--- src/rtl/xbus_pkg.sv ---
package xbus_pkg;

  typedef enum logic [2:0] {
    PH_IDLE   = 3'd0,
    PH_ALIGN  = 3'd1,
    PH_LEAD   = 3'd2,
    PH_ACTIVE = 3'd3,
    PH_TRAIL  = 3'd4
  } phase_e;

endpackage

--- src/rtl/xbus_reset_sync.sv ---
module xbus_reset_sync (
  input  logic clk,
  input  logic rst_n,
  output logic rst_n_sync
);

  logic meta_q;

  always_ff @(posedge clk or negedge rst_n) begin
    if (!rst_n) begin
      meta_q     <= 1'b0;
      rst_n_sync <= 1'b0;
    end else begin
      meta_q     <= 1'b1;
      rst_n_sync <= meta_q;
    end
  end

endmodule

--- src/rtl/xbus_clkgen.sv ---
module xbus_clkgen (
  input  logic clk,
  input  logic rst_n,
  output logic bclk_q
);

  logic bclk_d;

  always_comb begin
    bclk_d = ~bclk_q;
  end

  always_ff @(posedge clk or negedge rst_n) begin
    if (!rst_n) begin
      bclk_q <= 1'b0;
    end else begin
      bclk_q <= bclk_d;
    end
  end

endmodule

--- src/rtl/xbus_ready_sync.sv ---
module xbus_ready_sync #(
  parameter int STAGES = 2
) (
  input  logic clk,
  input  logic rst_n,
  input  logic ready_in,
  output logic ready_sync
);

  logic [STAGES-1:0] chain_q;

  always_ff @(posedge clk or negedge rst_n) begin
    if (!rst_n) begin
      chain_q <= '0;
    end else begin
      chain_q <= {chain_q[STAGES-2:0], ready_in};
    end
  end

  assign ready_sync = chain_q[STAGES-1];

endmodule

--- src/rtl/xbus_phase_fsm.sv ---
module xbus_phase_fsm
  import xbus_pkg::*;
#(
  parameter int LEN_W = 4
) (
  input  logic             clk,
  input  logic             rst_n,
  input  logic             start,
  input  logic             need_align,
  input  logic [LEN_W-1:0] lead_len,
  input  logic [LEN_W-1:0] act_len,
  input  logic [LEN_W-1:0] trail_len,
  input  logic             ready_ok,
  output phase_e           phase,
  output logic             act_end,
  output logic             done
);

  phase_e           ph_q, ph_d;
  logic [LEN_W-1:0] cnt_q, cnt_d;
  logic             done_d;
  logic             cnt_zero;

  assign cnt_zero = (cnt_q == '0);

  always_comb begin
    ph_d    = ph_q;
    cnt_d   = cnt_q;
    done_d  = 1'b0;
    act_end = 1'b0;
    case (ph_q)
      PH_IDLE: begin
        if (start) begin
          if (need_align) begin
            ph_d = PH_ALIGN;
          end else begin
            ph_d  = PH_LEAD;
            cnt_d = lead_len - LEN_W'(1);
          end
        end
      end
      PH_ALIGN: begin
        ph_d  = PH_LEAD;
        cnt_d = lead_len - LEN_W'(1);
      end
      PH_LEAD: begin
        if (!cnt_zero) begin
          cnt_d = cnt_q - LEN_W'(1);
        end else begin
          ph_d  = PH_ACTIVE;
          cnt_d = act_len - LEN_W'(1);
        end
      end
      PH_ACTIVE: begin
        if (!cnt_zero) begin
          cnt_d = cnt_q - LEN_W'(1);
        end else if (ready_ok) begin
          act_end = 1'b1;
          ph_d    = PH_TRAIL;
          cnt_d   = trail_len - LEN_W'(1);
        end
      end
      PH_TRAIL: begin
        if (!cnt_zero) begin
          cnt_d = cnt_q - LEN_W'(1);
        end else begin
          ph_d   = PH_IDLE;
          done_d = 1'b1;
        end
      end
      default: begin
        ph_d  = PH_IDLE;
        cnt_d = '0;
      end
    endcase
  end

  always_ff @(posedge clk or negedge rst_n) begin
    if (!rst_n) begin
      ph_q  <= PH_IDLE;
      cnt_q <= '0;
      done  <= 1'b0;
    end else begin
      ph_q  <= ph_d;
      cnt_q <= cnt_d;
      done  <= done_d;
    end
  end

  assign phase = ph_q;

endmodule

--- src/rtl/xbus_timing_ctrl.sv ---
module xbus_timing_ctrl
  import xbus_pkg::*;
#(
  parameter int ADDR_W = 20,
  parameter int DATA_W = 32,
  parameter int CNT_W  = 3,
  parameter int NZONE  = 3,
  parameter int ZSEL_W = 2
) (
  input  logic              clk,
  input  logic              rst_n,
  input  logic [CNT_W-1:0]  cfg_rd_lead,
  input  logic [CNT_W-1:0]  cfg_rd_active,
  input  logic [CNT_W-1:0]  cfg_rd_trail,
  input  logic [CNT_W-1:0]  cfg_wr_lead,
  input  logic [CNT_W-1:0]  cfg_wr_active,
  input  logic [CNT_W-1:0]  cfg_wr_trail,
  input  logic              cfg_x2,
  input  logic              cfg_half_rate,
  input  logic              cfg_bus32,
  input  logic              cfg_use_ready,
  input  logic              cfg_ready_async,
  input  logic              req_valid,
  input  logic              req_write,
  input  logic [ZSEL_W-1:0] req_zone,
  input  logic [ADDR_W-1:0] req_addr,
  input  logic [DATA_W-1:0] req_wdata,
  input  logic [1:0]        req_lane_en,
  output logic              req_ready,
  output logic              rsp_done,
  output logic [DATA_W-1:0] rsp_rdata,
  output logic              bus_clk_out,
  output logic [NZONE-1:0]  bus_cs_n,
  output logic [ADDR_W-1:0] bus_addr,
  output logic              bus_rd_n,
  output logic              bus_we0_n,
  output logic              bus_we1_n,
  output logic              bus_rnw,
  output logic [DATA_W-1:0] bus_dout,
  output logic              bus_dout_en,
  input  logic [DATA_W-1:0] bus_din,
  input  logic              bus_ready
);

  localparam int LEN_W  = CNT_W + 1;
  localparam int HALF_W = DATA_W / 2;

  function automatic logic [LEN_W-1:0] scale_len(input logic [CNT_W-1:0] v,
                                                 input logic x2);
    logic [LEN_W-1:0] r;
    r = x2 ? {v, 1'b0} : {1'b0, v};
    if (r == '0) begin
      r = LEN_W'(1);
    end
    return r;
  endfunction

  logic              rst_n_s;
  logic              bclk_q;
  logic              ready_s;
  phase_e            phase;
  logic              act_end;
  logic              accept;
  logic              dir_wr;
  logic              in_cyc;
  logic              strobe;
  logic              ready_ok;
  logic [LEN_W-1:0]  lead_len, act_len, trail_len;

  logic              wr_q;
  logic [ZSEL_W-1:0] zone_q, zone_d;
  logic [ADDR_W-1:0] addr_q;
  logic [DATA_W-1:0] wdata_q;
  logic [1:0]        lane_q;
  logic [DATA_W-1:0] rdata_q, rdata_d;
  logic              capture;

  xbus_reset_sync u_rst (
    .clk        (clk),
    .rst_n      (rst_n),
    .rst_n_sync (rst_n_s)
  );

  xbus_clkgen u_clk (
    .clk    (clk),
    .rst_n  (rst_n_s),
    .bclk_q (bclk_q)
  );

  xbus_ready_sync #(.STAGES(2)) u_rdy (
    .clk        (clk),
    .rst_n      (rst_n_s),
    .ready_in   (bus_ready),
    .ready_sync (ready_s)
  );

  // Timing set follows the incoming request while idle, the held one after.
  assign dir_wr    = (phase == PH_IDLE) ? req_write : wr_q;
  assign lead_len  = scale_len(dir_wr ? cfg_wr_lead   : cfg_rd_lead,   cfg_x2);
  assign act_len   = scale_len(dir_wr ? cfg_wr_active : cfg_rd_active, cfg_x2);
  assign trail_len = scale_len(dir_wr ? cfg_wr_trail  : cfg_rd_trail,  cfg_x2);
  assign ready_ok  = ~(cfg_use_ready & cfg_ready_async) | ready_s;

  assign req_ready = (phase == PH_IDLE);
  assign accept    = req_valid & req_ready;

  xbus_phase_fsm #(.LEN_W(LEN_W)) u_fsm (
    .clk        (clk),
    .rst_n      (rst_n_s),
    .start      (accept),
    .need_align (cfg_half_rate & bclk_q),
    .lead_len   (lead_len),
    .act_len    (act_len),
    .trail_len  (trail_len),
    .ready_ok   (ready_ok),
    .phase      (phase),
    .act_end    (act_end),
    .done       (rsp_done)
  );

  // Request holding registers.
  always_comb begin
    zone_d = (req_zone >= ZSEL_W'(NZONE)) ? ZSEL_W'(NZONE - 1) : req_zone;
  end

  always_ff @(posedge clk or negedge rst_n_s) begin
    if (!rst_n_s) begin
      wr_q    <= 1'b0;
      zone_q  <= '0;
      addr_q  <= '0;
      wdata_q <= '0;
      lane_q  <= '0;
    end else if (accept) begin
      wr_q    <= req_write;
      zone_q  <= zone_d;
      addr_q  <= req_addr;
      wdata_q <= req_wdata;
      lane_q  <= req_lane_en;
    end
  end

  // Read data capture at the edge that closes the active phase.
  assign capture = act_end & ~wr_q;

  always_comb begin
    if (cfg_bus32) begin
      rdata_d = bus_din;
    end else begin
      rdata_d = {{(DATA_W - HALF_W){1'b0}}, bus_din[HALF_W-1:0]};
    end
  end

  always_ff @(posedge clk or negedge rst_n_s) begin
    if (!rst_n_s) begin
      rdata_q <= '0;
    end else if (capture) begin
      rdata_q <= rdata_d;
    end
  end

  assign rsp_rdata = rdata_q;

  // Pin drive.
  assign in_cyc = (phase == PH_LEAD) || (phase == PH_ACTIVE) || (phase == PH_TRAIL);
  assign strobe = (phase == PH_ACTIVE);

  assign bus_clk_out = cfg_half_rate ? bclk_q : clk;

  for (genvar z = 0; z < NZONE; z++) begin : g_cs
    assign bus_cs_n[z] = ~(in_cyc && (zone_q == ZSEL_W'(z)));
  end

  assign bus_addr    = in_cyc ? addr_q : {addr_q[ADDR_W-1:1], 1'b1};
  assign bus_rd_n    = ~(strobe & ~wr_q);
  assign bus_we0_n   = ~(strobe & wr_q & (lane_q[0] | ~cfg_bus32));
  assign bus_we1_n   = cfg_bus32 ? ~(strobe & wr_q & lane_q[1]) : bus_addr[0];
  assign bus_rnw     = ~(in_cyc & wr_q);
  assign bus_dout_en = in_cyc & wr_q;
  assign bus_dout    = wdata_q;

endmodule

--- config.mk ---
export PLATFORM = sky130hd
export DESIGN_NAME = xbus_timing_ctrl
export DESIGN_NICKNAME = d
export VERILOG_FILES = /design/src/rtl/xbus_pkg.sv /design/src/rtl/xbus_reset_sync.sv /design/src/rtl/xbus_clkgen.sv /design/src/rtl/xbus_ready_sync.sv /design/src/rtl/xbus_phase_fsm.sv /design/src/rtl/xbus_timing_ctrl.sv
export SDC_FILE = /design/constraint.sdc
export NUM_CORES = 1
export LEC_CHECK = 0
export BUFFER_PORTS_ARGS = -buffer_cell sky130_fd_sc_hd__clkbuf_2
export CAP_MARGIN = 20
export CORE_UTILIZATION = 38
export CTS_CLUSTER_SIZE = 20
export DETAILED_ROUTE_END_ITERATION = 7
export PLACE_DENSITY = 0.62
export SYNTH_ARGS = -nofsm -noshare
export SYNTH_HDL_FRONTEND = slang
export SYNTH_SLANG_ARGS = --single-unit
export TNS_END_PERCENT = 1
--- constraint.sdc ---
create_clock -name clk -period 3.9 [get_ports clk]
set_input_delay 0.195 -clock clk [delete_from_list [all_inputs] [get_ports clk]]
set_output_delay 0.195 -clock clk [all_outputs]
set_load 0.01 [all_outputs]
==> results of run 1 <==
==> stage by stage <==
stage	cells	setup WS, ns	total power [µW]
CTS	775	0.8178	5019
finish	775	0.8159	4955
detailed placement	758	0.8623	4045
global placement	758	0.9288	3997
global route	775	0.6112	5332
floorplan	415	0.8483	3326
==> worst max-delay path, delay by kind of cell (launching register included) <==
| family | cells | cell delay [ns] |
|---|---|---|
| DFF | 1 | 0.53 |
| muxes | 2 | 0.72 |
| and+or+nand+nor | 3 | 0.70 |
| AOI/OAI and AO/OA | 4 | 0.73 |
| adders and majority gates | 1 | 0.30 |
==> per-layer routing <==
metal  share of wire  global-route usage
met1            0.42              0.2312
met5               0                   0
met4           0.018             0.07792
met2            0.48              0.3123
met3           0.078             0.05294
==> synth_stat cells, drive strengths merged, types with 5 or more instances <==
cell and count:
inv 12, clkbuf 13, buf 29, or3 6, a21oi 10, nor2 18, o211ai 8, nand3 5
dfrtp 102, nand2 43, mux2 74, nor3 7, ha 5, o21ai 31
==> flip-flops by register name, summed over array words and instances (netlist names) <==
| name | count |
|---|---|
| u_fsm.done | 1 |
| u_rdy.chain_q | 2 |
| lane_q | 2 |
| zone_q | 2 |
| rsp_rdata | 32 |
| u_clk.bclk_q | 1 |
| u_fsm.phase | 3 |
| bus_dout | 32 |
| u_rst.meta_q | 1 |
| u_rst.rst_n_sync | 1 |
| u_fsm.cnt_q | 4 |
| addr_q | 20 |
| wr_q | 1 |
==> logic make-up (layout without fill, tap and decap cells) <==
family / Yosys count / in the layout / share of synthesized area
AO/OA/AOI/OAI: 71 / 71 / 0.09302
XOR/XNOR: 5 / 5 / 0.009095
adder cells (fa/ha/maj): 5 / 5 / 0.01299
buffers and inverters: 54 / 246 / 0.05898
flip-flops: 102 / 102 / 0.5300
multiplexers: 82 / 82 / 0.2034
other: 1 / 1 / 0.0007787
AND/OR/NAND/NOR: 95 / 95 / 0.09171
==> how the worst min path moves through the flow <==
stage | from | to | slack (ns) | depth (start not counted)
floorplan | rst_n | u_rst.meta_q | -0.10 | 0
global route | req_addr[12] | addr_q[12] | 0.06 | 2
finish | bus_din[30] | rsp_rdata[30] | 0.07 | 3
global placement | rst_n | u_rst.meta_q | -0.02 | 1
detailed placement | rst_n | u_rst.meta_q | -0.01 | 1
CTS | bus_din[29] | rsp_rdata[29] | 0.06 | 3
==> area by class of cell <==
type,instances,area [µm²]
Inverter,11,41.29
Timing Repair Buffer,218,1119
Tap cell,168,210.2
Clock buffer,13,271.5
Clock inverter,4,53.80
Multi-Input combinational cell,259,1981
Sequential cell,102,2556
Fill cell,1104,5929
==> layout by cell type, fill, tap and decap left out, types with 2 or more instances in the layout <==
cell type	synthesis	layout
clkbuf_2	0	210
dfrtp_1	102	101
mux2_2	74	74
nand2_1	43	43
o21ai_0	31	31
nor2_1	18	18
inv_1	12	12
a21oi_1	10	10
clkbuf_16	0	9
o211ai_1	8	8
nor3_1	7	7
buf_4	19	7
or3_1	6	6
nand3_1	5	5
ha_1	5	5
mux2i_1	3	3
mux4_2	3	3
nor3b_1	3	3
a2111oi_0	3	3
xnor2_1	3	3
clkbuf_8	0	3
a311oi_1	2	2
nor2b_1	2	2
or2_2	2	2
nand2b_1	2	2
or3b_2	2	2
a211oi_1	2	2
nand4b_1	2	2
o311ai_0	2	2
a21o_1	2	2
xor2_1	2	2
dlygate4sd3_1	0	2
==> power by group through the flow <==
stage                     logic, µW  registers (µW)  clock network [µW]
final                          2100            1900                 962
after CTS                      2130            1900                 988
after detailed placement       2120            1910                13.4
after floorplan                1350            1970                8.63
after global placement         2090            1890                13.4
after global routing           2320            1970                1040
==> impl_metrics.csv, run 1 <==
group,metric,value,unit
die,core_region_area,12160,µm²
placed_design,gp_congestion,0.8335,
critical_path,cp-start-kind,"flop",
synth,synthArstFlopShare,1.000,
clock_network,ctsRootBufferMaster,"clkbuf_16",
timing,rsz0062_at_grt,"false",
die,die_h,114.6,µm
global_route,overflow,0,
placed_design,io_buffers,210,
clock_network,post_cts_buffers,0,
synth,syn-num-nets,536,
timing,min_period,3.084,ns
synth,ys_warn_count,0,
global_route,grt_usage,0.1885,
timing,final-setup-viol-count,0,
die,die_w,114.6,µm
timing,whs,0.07409,ns
critical_path,slowest_stage,"or3_1",
timing,fin_skew,0.008780,ns
critical_path,critPathRequiredTime,4.15,ns
clock_network,cts.path.max_buffers,2,
die,start_util,0.3960,
final_layout,nets,724,
power_and_ir_drop,clkPwrFrac,0.194,
critical_path,startpoint,"u_fsm.phase[0]",
final_layout,area_growth,29.41,%
power_and_ir_drop,swShare,0.3624,
synth,ys_seq_area_frac,0.5300,
final_layout,drive_gt1_frac,0.5206,
clock_network,cts.clk_slew.worst_paths,0.07,ns
hold_path,hold_class,"input pin to flop",
timing,final_hold_viol_count,0,
synth,dominantRegCellSynth,"dfrtp_1",
critical_path,cp-end-kind,"flop",
timing,fmax,324.2,MHz
final_layout,diodes,0,
global_route,grt_max_degree,60,
synth,ys_types,48,
route,drc,0,
status,outcome,"completed",
clock_network,insertion_delay,0.35,ns
clock_network,cts-htree-levels,3,
synth,synth_area,4816,µm²
synth,yosysTopAreaCell,"dfrtp_1",
critical_path,r2r_cells,10,
clock_network,cts_tree,"done",
critical_path,r2r_start,"u_fsm.phase[0]",
route,ant_nets,0,
timing,worst_pin_slew,0.9981,ns
power_and_ir_drop,ir_worst_vdd,376.5,µV
critical_path,r2r_end,"u_fsm.cnt_q[1]",
route,num_vias,3842,
power_and_ir_drop,p_seq_frac,0.383,
route,vias_per_cell,4.957,
synth,synth_edf_count,0,
timing,tns,0,ns
power_and_ir_drop,p_leak,0.003122,µW
route,wire_per_inst,15.02,µm
global_route,antenna_found_initial,0,
clock_network,cts_hold_buf,2,
route,totalWireLength,11640,µm
critical_path,r2r_slack,0.82,ns
critical_path,crit_path_end,"u_fsm.cnt_q[1]",
synth,synth_area_leaders,"dfrtp_1 (53%), mux2_2 (17%), nand2_1 (3.4%)",
synth,synthCells,415,
critical_path,critPathKind,"flop to flop",
placed_design,placed_area,5896,µm²
route,drt_first_pass_iters,4,
timing,period_share,0.7908,
placed_design,dp_hpwl,8788,µm
final_layout,fin_area,6232,µm²
power_and_ir_drop,p_per_area,795.0,nW/µm²
clock_network,numCtsBuffers,9,
final_layout,post-route-util,0.5124,
critical_path,crit_chain,"or3_1 -> mux2i_4 -> mux2_2 -> a221oi_1 -> ha_1 -> nor2_1 -> a21oi_1 -> o221ai_1 -> nand2_1 -> o21ai_0",
global_route,grt_pass1_vias,3944,
power_and_ir_drop,p_comb_frac,0.423,
route,drt_iter0_drc,159,
timing,max_slew_margin,0.3301,
power_and_ir_drop,p_switching,1796,µW
synth,synth.avg_cell_area,11.60,µm²
critical_path,cp.arrival,3.34,ns
die,pin_count,211,
timing,maxSlewViolCount,0,
die,dieArea,13130,µm²
power_and_ir_drop,cell_internal_pwr,3159,µW
synth,synth_top_area_frac,0.5300,
clock_network,ctsResizeCount,0,
global_route,grt_pass1_wl,19110,µm
run,drv_cap,0,
synth,synth_seq_cells,102,
critical_path,max_stage_delay,0.54,ns
die,rows,40,
critical_path,cp_max_fo,14,
(Power assumes the default switching activity.)
==> run 2, diff against run 1 <==
- PLACE_DENSITY: 0.62 -> 0.65
- clock period: 3.9 -> 2.5 ns (I/O delays scaled with it)
==> run 2 against run 1 <==
  * Via count rose by 6.2%
  * Design area rose by 11%
  * Sequential power rose by 52%
  * Largest power group unchanged
==> impl_metrics.csv, run 2 (synthesis results as in run 1) <==
group,metric,value,unit
critical_path,cp.arrival,2.76,ns
critical_path,cp_num_buf_inv,2,
clock_network,insertion_delay,0.34,ns
power_and_ir_drop,p_leak,0.003412,µW
power_and_ir_drop,clkPwrFrac,0.184,
final_layout,layout_common_cells,"clkbuf_2 (210), dfrtp_1 (101), mux2_2 (72)",
die,dieArea,13130,µm²
clock_network,cts.path.max_buffers,2,
power_and_ir_drop,ir_worst_vdd,685.4,µV
critical_path,r2r_end,"u_fsm.cnt_q[1]",
timing,worst_pin_slew,0.6050,ns
die,die_h,114.6,µm
hold_path,whs_path_depth,2,
route,num_vias,4080,
die,core_region_area,12160,µm²
critical_path,crit_family,"multiplexers",
timing,final_hold_viol_count,0,
timing,fmax,401.2,MHz
clock_network,cts_tree,"done",
hold_path,hp-start,"req_wdata[28]",
power_and_ir_drop,cell_internal_pwr,5147,µW
critical_path,max_stage_delay,0.50,ns
clock_network,cts-htree-levels,3,
global_route,grt_usage,0.1982,
global_route,overflow,0,
critical_path,r2r_start,"u_fsm.phase[0]",
hold_path,worstHoldEndpoint,"bus_dout[28]",
critical_path,cp-start-kind,"flop",
placed_design,dp_cells,769,
timing,maxSlewViolCount,0,
timing,period_share,0.9971,
route,ant_nets,0,
global_route,grt_pass1_vias,4157,
status,outcome,"completed",
clock_network,cts.clk_slew.worst_paths,0.07,ns
timing,rsz0062_at_grt,"true",
route,vias_per_cell,4.875,
critical_path,slowest_stage,"mux4_2",
final_layout,drive_gt1_frac,0.5022,
final_layout,layout_commonest_cell,"clkbuf_2",
critical_path,cp-end-kind,"flop",
die,start_util,0.3960,
global_route,antenna_found_initial,0,
critical_path,critPathKind,"flop to flop",
critical_path,r2r_slack,0.007,ns
hold_path,hold_class,"input pin to flop",
timing,fin_skew,0.005171,ns
timing,whs,0.01471,ns
timing,max_slew_margin,0.5966,
final_layout,post-route-util,0.5682,
route,drt_first_pass_iters,4,
placed_design,dp_hpwl,8742,µm
critical_path,crit_chain,"or3_4 -> mux2i_4 -> buf_6 -> mux4_2 -> inv_1 -> ha_1 -> mux2i_1 -> nand3_1 -> o221ai_2 -> nand2_1 -> o21ai_1",
power_and_ir_drop,p_seq_frac,0.357,
power_and_ir_drop,p_switching,2922,µW
placed_design,io_buffers,210,
final_layout,regArea,2556,µm²
route,drt_iter0_drc,223,
final_layout,stdcell_count,837,
timing,final-setup-viol-count,0,
clock_network,ctsRootBufferMaster,"clkbuf_16",
die,rows,40,
power_and_ir_drop,swShare,0.3622,
critical_path,cp_max_fo,8,
route,totalWireLength,12400,µm
global_route,grt_pass1_wl,20090,µm
power_and_ir_drop,p_per_area,1168,nW/µm²
route,drc,0,
die,pin_count,211,
power_and_ir_drop,p_comb_frac,0.458,
final_layout,diodes,0,
route,wire_per_inst,14.82,µm
die,die_w,114.6,µm
timing,min_period,2.493,ns
final_layout,nets,785,
critical_path,critPathRequiredTime,2.77,ns
final_layout,area_growth,43.49,%
run,drv_cap,0,
critical_path,r2r_cells,11,
timing,tns,0,ns
final_layout,n_fill_cell,1050,
clock_network,numCtsBuffers,9,
final_layout,multi_input_area,2042,µm²
placed_design,gp_congestion,0.8711,
global_route,grt_max_degree,56,
run 2: changes by cell type in the layout (fill, tap and decap cells not counted), moves of 2 or more:
cell           change
clkbuf_1           +2
mux2_2             -2
buf_6              +2
o21ai_0            -3
mux2_4             +2
buf_4              +8
buf_12             +3
dlygate4sd3_1     +48
o21ai_1            +3
run 2: how the worst max path moves through the flow:
| stage | from | to | depth (start not counted) |
|---|---|---|---|
| 2_1_floorplan | u_fsm.phase[2] | u_fsm.cnt_q[1] | 12 |
| 3_3_place_gp | u_fsm.phase[2] | u_fsm.cnt_q[1] | 11 |
| 3_5_place_dp | u_fsm.phase[2] | u_fsm.cnt_q[1] | 10 |
| 4_1_cts | u_fsm.phase[2] | u_fsm.cnt_q[1] | 11 |
| 5_1_grt | u_fsm.phase[0] | u_fsm.cnt_q[1] | 11 |
| 6_report | u_fsm.phase[0] | u_fsm.cnt_q[1] | 11 |
run 2: metrics by stage:
step           area [µm²]  power [µW]  worst slack [ns]
3_5_place_dp         6016        6438           -0.1160
3_3_place_gp         6016        6335          -0.03090
6_report             6910        8070          0.007167
5_1_grt              6910        8642           -0.1302
2_1_floorplan        4817        5189           -0.2191
4_1_cts              6844        8033         0.0004909
run 2: layer usage:
metal | vias up | wire [µm] | track usage
met1 | 1930 | 4967 | 0.2373
met2 | 172 | 6088 | 0.3277
met3 | 28 | 1077 | 0.06300
met4 | 0 | 270 | 0.08658
met5 | - | 0 | 0
li1 | 1950 | - | -
run 2: repair_timing:
item / CTS / global route
setup endpoints to repair: 2 / 4
pin swaps: 1 / 7
hold endpoints to repair: 51 / 0
setup buffers: 0 / 2
hold buffers: 50 / 0
gates resized for setup: 5 / 12
run 2: area by class of cell:
type | count | area share
multi-input combinational | 259 | 0.2955
tap | 168 | 0.03042
inverter | 11 | 0.005975
clock inverter | 4 | 0.007786
sequential | 102 | 0.3699
timing repair buffer | 279 | 0.2520
clock buffer | 14 | 0.03838
run 2: power by group through the flow:
stage | Sequential, µW | Combinational [µW] | Clock, µW
6_report | 2880 | 3700 | 1490
5_1_grt | 2990 | 4050 | 1600
4_1_cts | 2880 | 3630 | 1530
3_5_place_dp | 2890 | 3520 | 20.9
3_3_place_gp | 2860 | 3450 | 20.9
2_1_floorplan | 3080 | 2100 | 13.5
